## src/rtl/srx_pkg.sv

```systemverilog
package srx_pkg;
   typedef enum logic [2:0] {
      ST_IDLE  = 3'd0,
      ST_START = 3'd1,
      ST_DATA  = 3'd2,
      ST_PAR   = 3'd3,
      ST_STOP  = 3'd4
   } srx_state_t;
endpackage

```

## src/rtl/srx_tick_gen.sv

```systemverilog
module srx_tick_gen #(
   parameter int DIV = 10
) (
   input  logic clk,
   input  logic rst_n,
   output logic tick_o
);
   generate
      if (DIV < 1) begin : g_bad
         $error("srx_tick_gen: DIV must be at least 1");
      end
      if (DIV == 1) begin : g_pass
         assign tick_o = 1'b1;
      end else begin : g_div
         localparam int CW = $clog2(DIV);
         logic [CW-1:0] cnt_q;
         always_ff @(posedge clk or negedge rst_n) begin
            if (!rst_n)                           cnt_q <= '0;
            else if (cnt_q == CW'(DIV - 1))       cnt_q <= '0;
            else                                  cnt_q <= cnt_q + 1'b1;
         end
         assign tick_o = (cnt_q == CW'(DIV - 1));
      end
   endgenerate
endmodule

```

## src/rtl/srx_counter.sv

```systemverilog
module srx_counter #(
   parameter int WIDTH = 4,
   parameter int MAXV  = 15
) (
   input  logic             clk,
   input  logic             rst_n,
   input  logic             clr_i,
   input  logic             en_i,
   output logic [WIDTH-1:0] cnt_o
);
   generate
      if (MAXV >= (1 << WIDTH)) begin : g_bad
         $error("srx_counter: MAXV does not fit in WIDTH");
      end
   endgenerate

   always_ff @(posedge clk or negedge rst_n) begin
      if (!rst_n)                          cnt_o <= '0;
      else if (clr_i)                      cnt_o <= '0;
      else if (en_i) begin
         if (cnt_o == WIDTH'(MAXV))        cnt_o <= '0;
         else                              cnt_o <= cnt_o + 1'b1;
      end
   end

   // counter never passes its wrap value
   cnt_range_chk: assert property (@(posedge clk) disable iff (!rst_n)
      cnt_o <= WIDTH'(MAXV));
endmodule

```

## src/rtl/srx_ctrl.sv

```systemverilog
module srx_ctrl
   import srx_pkg::*;
#(
   parameter int DATA_BITS = 8,
   parameter int OSR       = 16,
   parameter bit PARITY_EN = 1'b1
) (
   input  logic                 clk,
   input  logic                 rst_n,
   input  logic                 tick_i,
   input  logic                 rx_i,
   input  logic                 fall_i,
   output logic [DATA_BITS-1:0] data_o,
   output logic                 valid_o,
   output logic                 perr_o,
   output logic                 ferr_o
);
   localparam int SW  = $clog2(OSR);
   localparam int BW  = $clog2(DATA_BITS + 1);
   localparam int MID = OSR / 2;

   srx_state_t           state_q, state_d;
   logic [SW-1:0]        samp_cnt;
   logic [BW-1:0]        bit_cnt;
   logic                 samp_clr, samp_en, bit_clr, bit_en;
   logic                 mid, shift_en, load;
   logic [DATA_BITS-1:0] shreg_q;
   logic                 par_q;
   srx_state_t           after_data;

   srx_counter #(.WIDTH(SW), .MAXV(OSR - 1)) u_samp (
      .clk(clk), .rst_n(rst_n), .clr_i(samp_clr), .en_i(samp_en), .cnt_o(samp_cnt));

   srx_counter #(.WIDTH(BW), .MAXV(DATA_BITS)) u_bits (
      .clk(clk), .rst_n(rst_n), .clr_i(bit_clr), .en_i(bit_en), .cnt_o(bit_cnt));

   generate
      if (PARITY_EN) begin : g_par
         assign after_data = ST_PAR;
      end else begin : g_nopar
         assign after_data = ST_STOP;
      end
   endgenerate

   assign mid      = tick_i && (samp_cnt == SW'(MID));
   assign samp_clr = (state_q == ST_IDLE);
   assign samp_en  = tick_i && (state_q != ST_IDLE);
   assign bit_clr  = (state_q == ST_IDLE);
   assign shift_en = mid && (state_q == ST_DATA);
   assign bit_en   = shift_en;
   assign load     = mid && (state_q == ST_STOP);

   always_comb begin
      state_d = state_q;
      unique case (state_q)
         ST_IDLE:  if (fall_i) state_d = ST_START;
         ST_START: if (mid)    state_d = rx_i ? ST_IDLE : ST_DATA;
         ST_DATA:  if (mid && bit_cnt == BW'(DATA_BITS - 1)) state_d = after_data;
         ST_PAR:   if (mid)    state_d = ST_STOP;
         ST_STOP:  if (mid)    state_d = ST_IDLE;
         default:              state_d = ST_IDLE;
      endcase
   end

   always_ff @(posedge clk or negedge rst_n) begin
      if (!rst_n) begin
         state_q <= ST_IDLE;
         shreg_q <= '0;
         par_q   <= 1'b0;
         data_o  <= '0;
         valid_o <= 1'b0;
         perr_o  <= 1'b0;
         ferr_o  <= 1'b0;
      end else begin
         state_q <= state_d;
         valid_o <= 1'b0;
         perr_o  <= 1'b0;
         ferr_o  <= 1'b0;
         if (shift_en)                   shreg_q <= {rx_i, shreg_q[DATA_BITS-1:1]};
         if (mid && state_q == ST_PAR)   par_q   <= rx_i;
         if (load) begin
            if (rx_i) begin
               data_o  <= shreg_q;
               valid_o <= 1'b1;
               perr_o  <= PARITY_EN && ((^shreg_q) ^ par_q);
            end else begin
               ferr_o  <= 1'b1;
            end
         end
      end
   end


   false_start_chk: assert property (@(posedge clk) disable iff (!rst_n)
      (state_q == ST_START && mid && rx_i) |=> (state_q == ST_IDLE));

   ferr_excl_chk: assert property (@(posedge clk) disable iff (!rst_n)
      ferr_o |-> !valid_o);

   valid_single_chk: assert property (@(posedge clk) disable iff (!rst_n)
      valid_o |=> !valid_o);

   data_hold_chk: assert property (@(posedge clk) disable iff (!rst_n)
      !$stable(data_o) |-> valid_o);

   perr_with_valid_chk: assert property (@(posedge clk) disable iff (!rst_n)
      perr_o |-> valid_o);

   bit_count_chk: assert property (@(posedge clk) disable iff (!rst_n)
      (state_q == ST_DATA) |-> (bit_cnt < BW'(DATA_BITS)));
endmodule

```

## src/rtl/serial_frame_rx.sv

```systemverilog
module serial_frame_rx #(
   parameter int CLK_HZ    = 1_600_000,
   parameter int BAUD      = 10_000,
   parameter int OSR       = 16,
   parameter int DATA_BITS = 8,
   parameter bit PARITY_EN = 1'b1
) (
   input  logic                 clk,
   input  logic                 rst_n,
   input  logic                 rx_i,
   output logic [DATA_BITS-1:0] data_o,
   output logic                 valid_o,
   output logic                 parity_err_o,
   output logic                 frame_err_o
);
   localparam int DIV = CLK_HZ / (BAUD * OSR);

   generate
      if (DIV < 1) begin : g_rate_bad
         $error("serial_frame_rx: clock too slow for BAUD*OSR");
      end
      if (OSR < 4 || (OSR & (OSR - 1)) != 0) begin : g_osr_bad
         $error("serial_frame_rx: OSR must be a power of two, at least 4");
      end
      if (DATA_BITS < 1) begin : g_dw_bad
         $error("serial_frame_rx: DATA_BITS must be positive");
      end
   endgenerate

   logic sync1_q, sync2_q, prev_q, tick, fall;

   always_ff @(posedge clk or negedge rst_n) begin
      if (!rst_n) begin
         sync1_q <= 1'b1;
         sync2_q <= 1'b1;
         prev_q  <= 1'b1;
      end else begin
         sync1_q <= rx_i;
         sync2_q <= sync1_q;
         prev_q  <= sync2_q;
      end
   end

   assign fall = prev_q && !sync2_q;

   srx_tick_gen #(.DIV(DIV)) u_tick (
      .clk(clk), .rst_n(rst_n), .tick_o(tick));

   srx_ctrl #(.DATA_BITS(DATA_BITS), .OSR(OSR), .PARITY_EN(PARITY_EN)) u_ctrl (
      .clk(clk), .rst_n(rst_n), .tick_i(tick), .rx_i(sync2_q), .fall_i(fall),
      .data_o(data_o), .valid_o(valid_o), .perr_o(parity_err_o), .ferr_o(frame_err_o));


   strobe_reset_chk: assert property (@(posedge clk)
      (!rst_n) |=> (!valid_o && !frame_err_o && !parity_err_o));
endmodule

```

## config.mk

```make
export PLATFORM = sky130hd
export DESIGN_NAME = serial_frame_rx
export DESIGN_NICKNAME = d
export VERILOG_FILES = /design/src/rtl/srx_pkg.sv /design/src/rtl/srx_tick_gen.sv /design/src/rtl/srx_counter.sv /design/src/rtl/srx_ctrl.sv /design/src/rtl/serial_frame_rx.sv
export SDC_FILE = /design/constraint.sdc
export NUM_CORES = 1
export LEC_CHECK = 0
export ABC_AREA = 1
export BUFFER_PORTS_ARGS = -buffer_cell sky130_fd_sc_hd__buf_4
export CORE_MARGIN = 2
export CORE_UTILIZATION = 50
export DETAILED_ROUTE_END_ITERATION = 8
export PLACE_DENSITY = 0.77
export SYNTH_ARGS = -nofsm -noshare
export SYNTH_HDL_FRONTEND = slang
export SYNTH_SLANG_ARGS = --single-unit
```

## constraint.sdc

```tcl
create_clock -name clk -period 3.8 [get_ports clk]
set_clock_uncertainty 0.2 [all_clocks]
set_input_delay 0.57 -clock clk [delete_from_list [all_inputs] [get_ports clk]]
set_output_delay 0.57 -clock clk [all_outputs]
set_load 0.02 [all_outputs]
```

# Word-level counts from Yosys, hierarchy flattened
# Index checks and enable logic that the tools add are counted.
# word_totals
wordCells	66
register_bits	38
input_bits	3
output_inout_bits	11
# classes
n_bitwise	1
n_mux	20
n_addsub	3
eq_ne	14
reduce_logical	15
# op_table
op	count
4-bit 2-to-1 mux	7
4-bit equality test (second input constant)	4
3-bit 2-to-1 mux	5
3-bit one-hot mux with 5 select lines	1
4-bit by 1-bit adder with 4-bit output (second input constant)	3
8-bit parity	1
1-bit logical AND	7
3-bit by 2-bit equality test with 1-bit output (second input constant)	2
1-bit 2-to-1 mux	6
2-bit by 1-bit inequality test with 1-bit output (second input constant)	3
5-bit AND reduction	1
4-bit by 3-bit equality test with 1-bit output (second input constant)	1
2-bit inequality test (second input constant)	2
2-bit nonzero test	2
3-bit by 1-bit equality test with 1-bit output (second input constant)	1
3-bit equality test (second input constant)	1
3-bit zero test	1
3-bit nonzero test	1
2-bit 2-to-1 mux	1
2-bit AND reduction	1
1-bit zero test	1
1-bit bitwise XOR	1

# Logic depth before layout (Yosys ltp)
# depth
depth_word	5
mapped_depth	11
mapped_depth_nobuf	10

# Modules after synthesis
# A second synthesis with hierarchy kept.
# unflattened
hier_cells	227
area_unflattened_um2	1880.6
# modules_own_cells
module	cells_per_inst	seq_area_each_um2	area_each_um2	n_inst
srx_ctrl	142	575.6	1138.6	1
srx_counter (u_ctrl.u_bits)	36	100.1	256.5	1
srx_counter (u_ctrl.u_samp)	24	100.1	220.2	1
srx_tick_gen	20	100.1	176.4	1
serial_frame_rx	5	78.8	88.8	1

# Worst setup path before layout
# OpenSTA, ideal clock, no wires.
# synth_path
path_kind	flip-flop to flip-flop
from	register u_ctrl.u_samp.cnt_o[0]
to	register u_ctrl.data_o[2]
arrival_time_ns	1.360
n_path_buf	1
stages_incl_launch_ff	11
setup_ns	0.119
slack_ns	2.121
required_ns	3.481
period_less_slack_ns	1.679
path_cell_list	dfrtp_1 inv_1 ha_1 nand3_1 nor2_2 nand2_1 nor2_2 inv_2 buf_6 nand2_1 o21ai_2
# synth_via
elab_chain_len	4
# synth_rtl
item	line_no	source
start: declaration	srx_counter.sv:9	output logic [WIDTH-1:0] cnt_o
start signal: assignment	srx_counter.sv:22	else cnt_o <= cnt_o + 1'b1;
4-bit equality test	srx_ctrl.sv:45	assign mid = tick_i && (samp_cnt == SW'(MID));
1-bit logical AND	srx_ctrl.sv:45	
1-bit logical AND	srx_ctrl.sv:51	assign load = mid && (state_q == ST_STOP);
2-bit AND reduction (no line)	--	
end signal: assignment	srx_ctrl.sv:83	data_o <= shreg_q;
end: declaration	srx_ctrl.sv:13	output logic [DATA_BITS-1:0] data_o,
# Every way passes these cells.
# A chain may end at the register's enable or synchronous reset.

# Worst setup path after layout
# layout_path
from	register u_tick.g_div.cnt_q[0]
to	register u_ctrl.u_bits.cnt_o[0]
# layout_via
elab_chain_len	4
# layout_rtl
item	line_no	source
start: declaration	srx_tick_gen.sv:16	logic [CW-1:0] cnt_q;
start signal: assignment	srx_tick_gen.sv:20	else cnt_q <= cnt_q + 1'b1;
4-bit equality test	srx_tick_gen.sv:22	assign tick_o = (cnt_q == CW'(DIV - 1));
1-bit logical AND	srx_ctrl.sv:45	
1-bit logical AND	srx_ctrl.sv:49	assign shift_en = mid && (state_q == ST_DATA);
2-bit nonzero test (no line)	--	
end signal: assignment	srx_counter.sv:22	
end: declaration	srx_counter.sv:9	
# Every way passes these cells.

==> summary.txt <==
STA
  – RSZ-0062 raised after global routing: false
  – Slew headroom: 68.2%
  – Final min period: 1.90 ns
  – Worst-margin pin slew: ~0.48 ns
  – # setup viols final: 0
  – TNS Setup: 0 ns
  – Final hold violation count: 0
  – Upper clock frequency limit: around 530 MHz
  – Max Slew Vio Count: 0
  – Final Cycle Share: between 40 and 50%

GRT
  – Antenna violations before repair: 0
  – First-pass GRT wire length: around 5800 um
  – Grt ovf: 0
  – Largest net degree at the start of global routing: 39
  – Tot GR Track Use: 17.9%
  – Number of global-route vias before repair: roughly 1400

Critical path
  – CP Class: register to register
  – CP max stage delay: around 0.44 ns
  – CP Capture Type: register
  – Crit path from: u_tick.g_div.cnt_q[0]
  – Worst Path Arrival: between 1.5 and 2 ns
  – Critical Path, Cell by Cell: inv_2 > nor3_4 > nand2_4 > nor2_4 > inv_2 > nand2_4 > o21ai_0
  – Crit start category: register
  – CP max FO: 20
  – Crit path required time: 3.77 ns
  – RR Startpoint: u_tick.g_div.cnt_q[0]
  – Slowest cell on crit path: dfrtp_1

Synthesis
  – Avg Cell Area, Syn: 8.46 sq um
  – Cells after Synth: about 220
  – #FFs+latches synth: 38
  – Syn Std Cell Area: around 0.0019 sq mm
  – Yosys cell types: 25
  – Sequential fraction of the synthesis area: between 50% and 60%
  – Syn nets: around 230
  – Yosys warnings: 0

CTS
  – CTS Root Cell: clkbuf_8
  – TritonCTS Buffers: 5
  – CTS HTree Levels: 2
  – CTS Sinks: 38
  – CTS tree: yes
  – Worst-Skew Late Latency: 0.29 ns
  – CTS Hold Bufs: 0
  – Max Buffers Root-to-Sink: 2
  – PostCTS Resize Cnt: 0
  – Post-CTS setup buffer count: 0
  – Reg clk slew, reported paths: 0.08 ns

Drt
  – Antenna-violating nets left: 0
  – Routed len/inst: 11.5 um
  – Total wire length: 3290 um
  – Vias: about 1400
  – Drt pass-1 iters: 4
  – DRT iter0 DRCs: around 110
  – Vias/cell: roughly 4.9
  – Drc violations: 0

Floorplan
  – Initial Util: about half
  – FP Rows: 22
  – I/O Pins: 14
  – DIE AREA: approximately 0.0042 sq mm
  – Core Region: between 0.003 and 0.004 sq mm
  – Die Wd: 65.1 um
  – DIE HEIGHT: 65.1 um

Place
  – IO buf count: 13
  – DP HPWL: 2310 um
  – Gpl congestion: about 0.86

Cells and area
  – Most frequent cells in the layout: nand2_1 (67), dfrtp_1 (35), inv_1 (30), nand3_1 (17), o21ai_0 (16)
  – Antenna diodes: 0
  – Final core utilization: between 50% and 60%
  – Area Growth Syn to Fin: 12.7%
  – Fraction of layout instances using a drive strength above 1: between 10% and 20%
  – Layout Nets: ~250
  – Most common cell after layout, fill and taps aside: nand2_1

Power and ir drop
  – Peak supply drop: 0.233 mV
  – Int Pwr: 0.000667 W
  – Sequential share of power: a little under half
  – Combinational fraction of design power: approximately 18%
  – NetSw: ~0.00027 W
  – Pwr dens: 447 mW/mm^2
  – Leak Pwr: around 1.1 nW
  – Clk pwr share: about 36%
  – Sw Share: 29.2%

Run
  – Max-Cap Viols: 0

Run status
  – Status: complete, no violations

Worst hold path
  – Hold Path Class: input pin to asynchronous set/reset pin
-- cells by family after synthesis --
family | synth area share (%)
AOI/OAI and AO/OA | 10.0
xor gates and xnor gates | 1.87
adders and majority gates | 2.68
buffers and inverters | 8.23
DFF | 51.1
and+or+nand+nor | 26.1
-- layer usage --
layer,vias up,part of all wire (%),wire [um],global-route usage [%]
met5,-,0,0,0
met4,0,1.4,46,5.47
met3,4,3.0,99,4.62
met2,17,49,1600,30.5
met1,664,47,1540,22.5
li1,724,-,-,-
-- worst max-delay path: cells and delay by family (launching register included) --
kind	cells	cell delay (ns)
DFF	1	0.44
buffers and inverters	2	0.18
and+or+nand+nor	4	0.86
AOI/OAI and AO/OA	1	0.09
-- path summary, 6_finish.rpt --
check / cells after the start / slack, ns / to
worst min-delay path: 1 / 0.03 / u_ctrl.data_o[1]
worst min register to register: 0 / 0.16 / sync2_q
max in group asynchronous: 1 / 3.01 / prev_q
worst max register to register: 7 / 1.90 / u_ctrl.u_bits.cnt_o[0]
min in group clk: 0 / 0.16 / sync2_q
worst max-delay path: 7 / 1.90 / u_ctrl.u_bits.cnt_o[0]
-- power groups by stage --
stage               Combinational, W  Sequential [W]  Clock (W)
global route                0.000192        0.000442   0.000361
detailed placement          0.000168        0.000445          0
global placement            0.000163        0.000445          0
floorplan                   0.000127        0.000442          0
CTS                         0.000169        0.000438   0.000342
finish                      0.000167        0.000439   0.000336
-- stage by stage --
step / cells / hold slack (ns) / total power, W / setup WS [ns] / area, sq um
2_1_floorplan: 221 / 0.0744 / 0.000569 / 2.12 / 1870
3_3_place_gp: 279 / 0.146 / 0.000609 / 1.99 / 2000
3_5_place_dp: 279 / 0.153 / 0.000613 / 1.91 / 2000
4_1_cts: 287 / 0.0434 / 0.000949 / 1.88 / 2110
5_1_grt: 287 / 0.0647 / 0.000995 / 1.71 / 2110
6_report: 287 / 0.0293 / 0.000942 / 1.90 / 2110
-- cell type report --
class,count,area [sq um]
Inverter,33,124
Clock buffer,5,68.8
Fill cell,359,1530
Tap cell,48,60.1
Sequential cell,38,955
Multi-Input combinational cell,147,761
Clock inverter,3,40.0
Timing Repair Buffer,13,97.6
-- state kept, by name, summed over array words and instances (netlist names), 3 cells and up --
register / count
u_tick.g_div.cnt_q: 4
u_ctrl.data_o: 8
u_ctrl.u_samp.cnt_o: 4
u_ctrl.u_bits.cnt_o: 4
u_ctrl.state_q: 3
u_ctrl.shreg_q: 8
-- cell usage after synthesis --
master | count | area [sq um]
o21ai_0 | 16 | 80.1
nand3_1 | 17 | 85.1
a21boi_2 | 1 | 11.3
a21oi_1 | 2 | 10.0
dfstp_2 | 3 | 78.8
xor2_1 | 3 | 26.3
nor2_4 | 1 | 11.3
buf_4 | 1 | 7.51
o21ai_2 | 9 | 78.8
nor3_4 | 1 | 16.3
dfrtp_1 | 35 | 876
nand2_4 | 2 | 22.5
nand2_1 | 67 | 251
buf_6 | 2 | 22.5
nand4_1 | 3 | 18.8
ha_1 | 4 | 50.1
nand2_2 | 1 | 6.26
inv_2 | 3 | 11.3
xnor2_1 | 1 | 8.76
nor2_2 | 2 | 12.5
nor3_1 | 1 | 5.00
o31ai_1 | 1 | 7.51
or2_2 | 1 | 6.26
inv_1 | 30 | 113
nor2_1 | 14 | 52.6
Note: power is estimated with default switching activity, not from simulation.
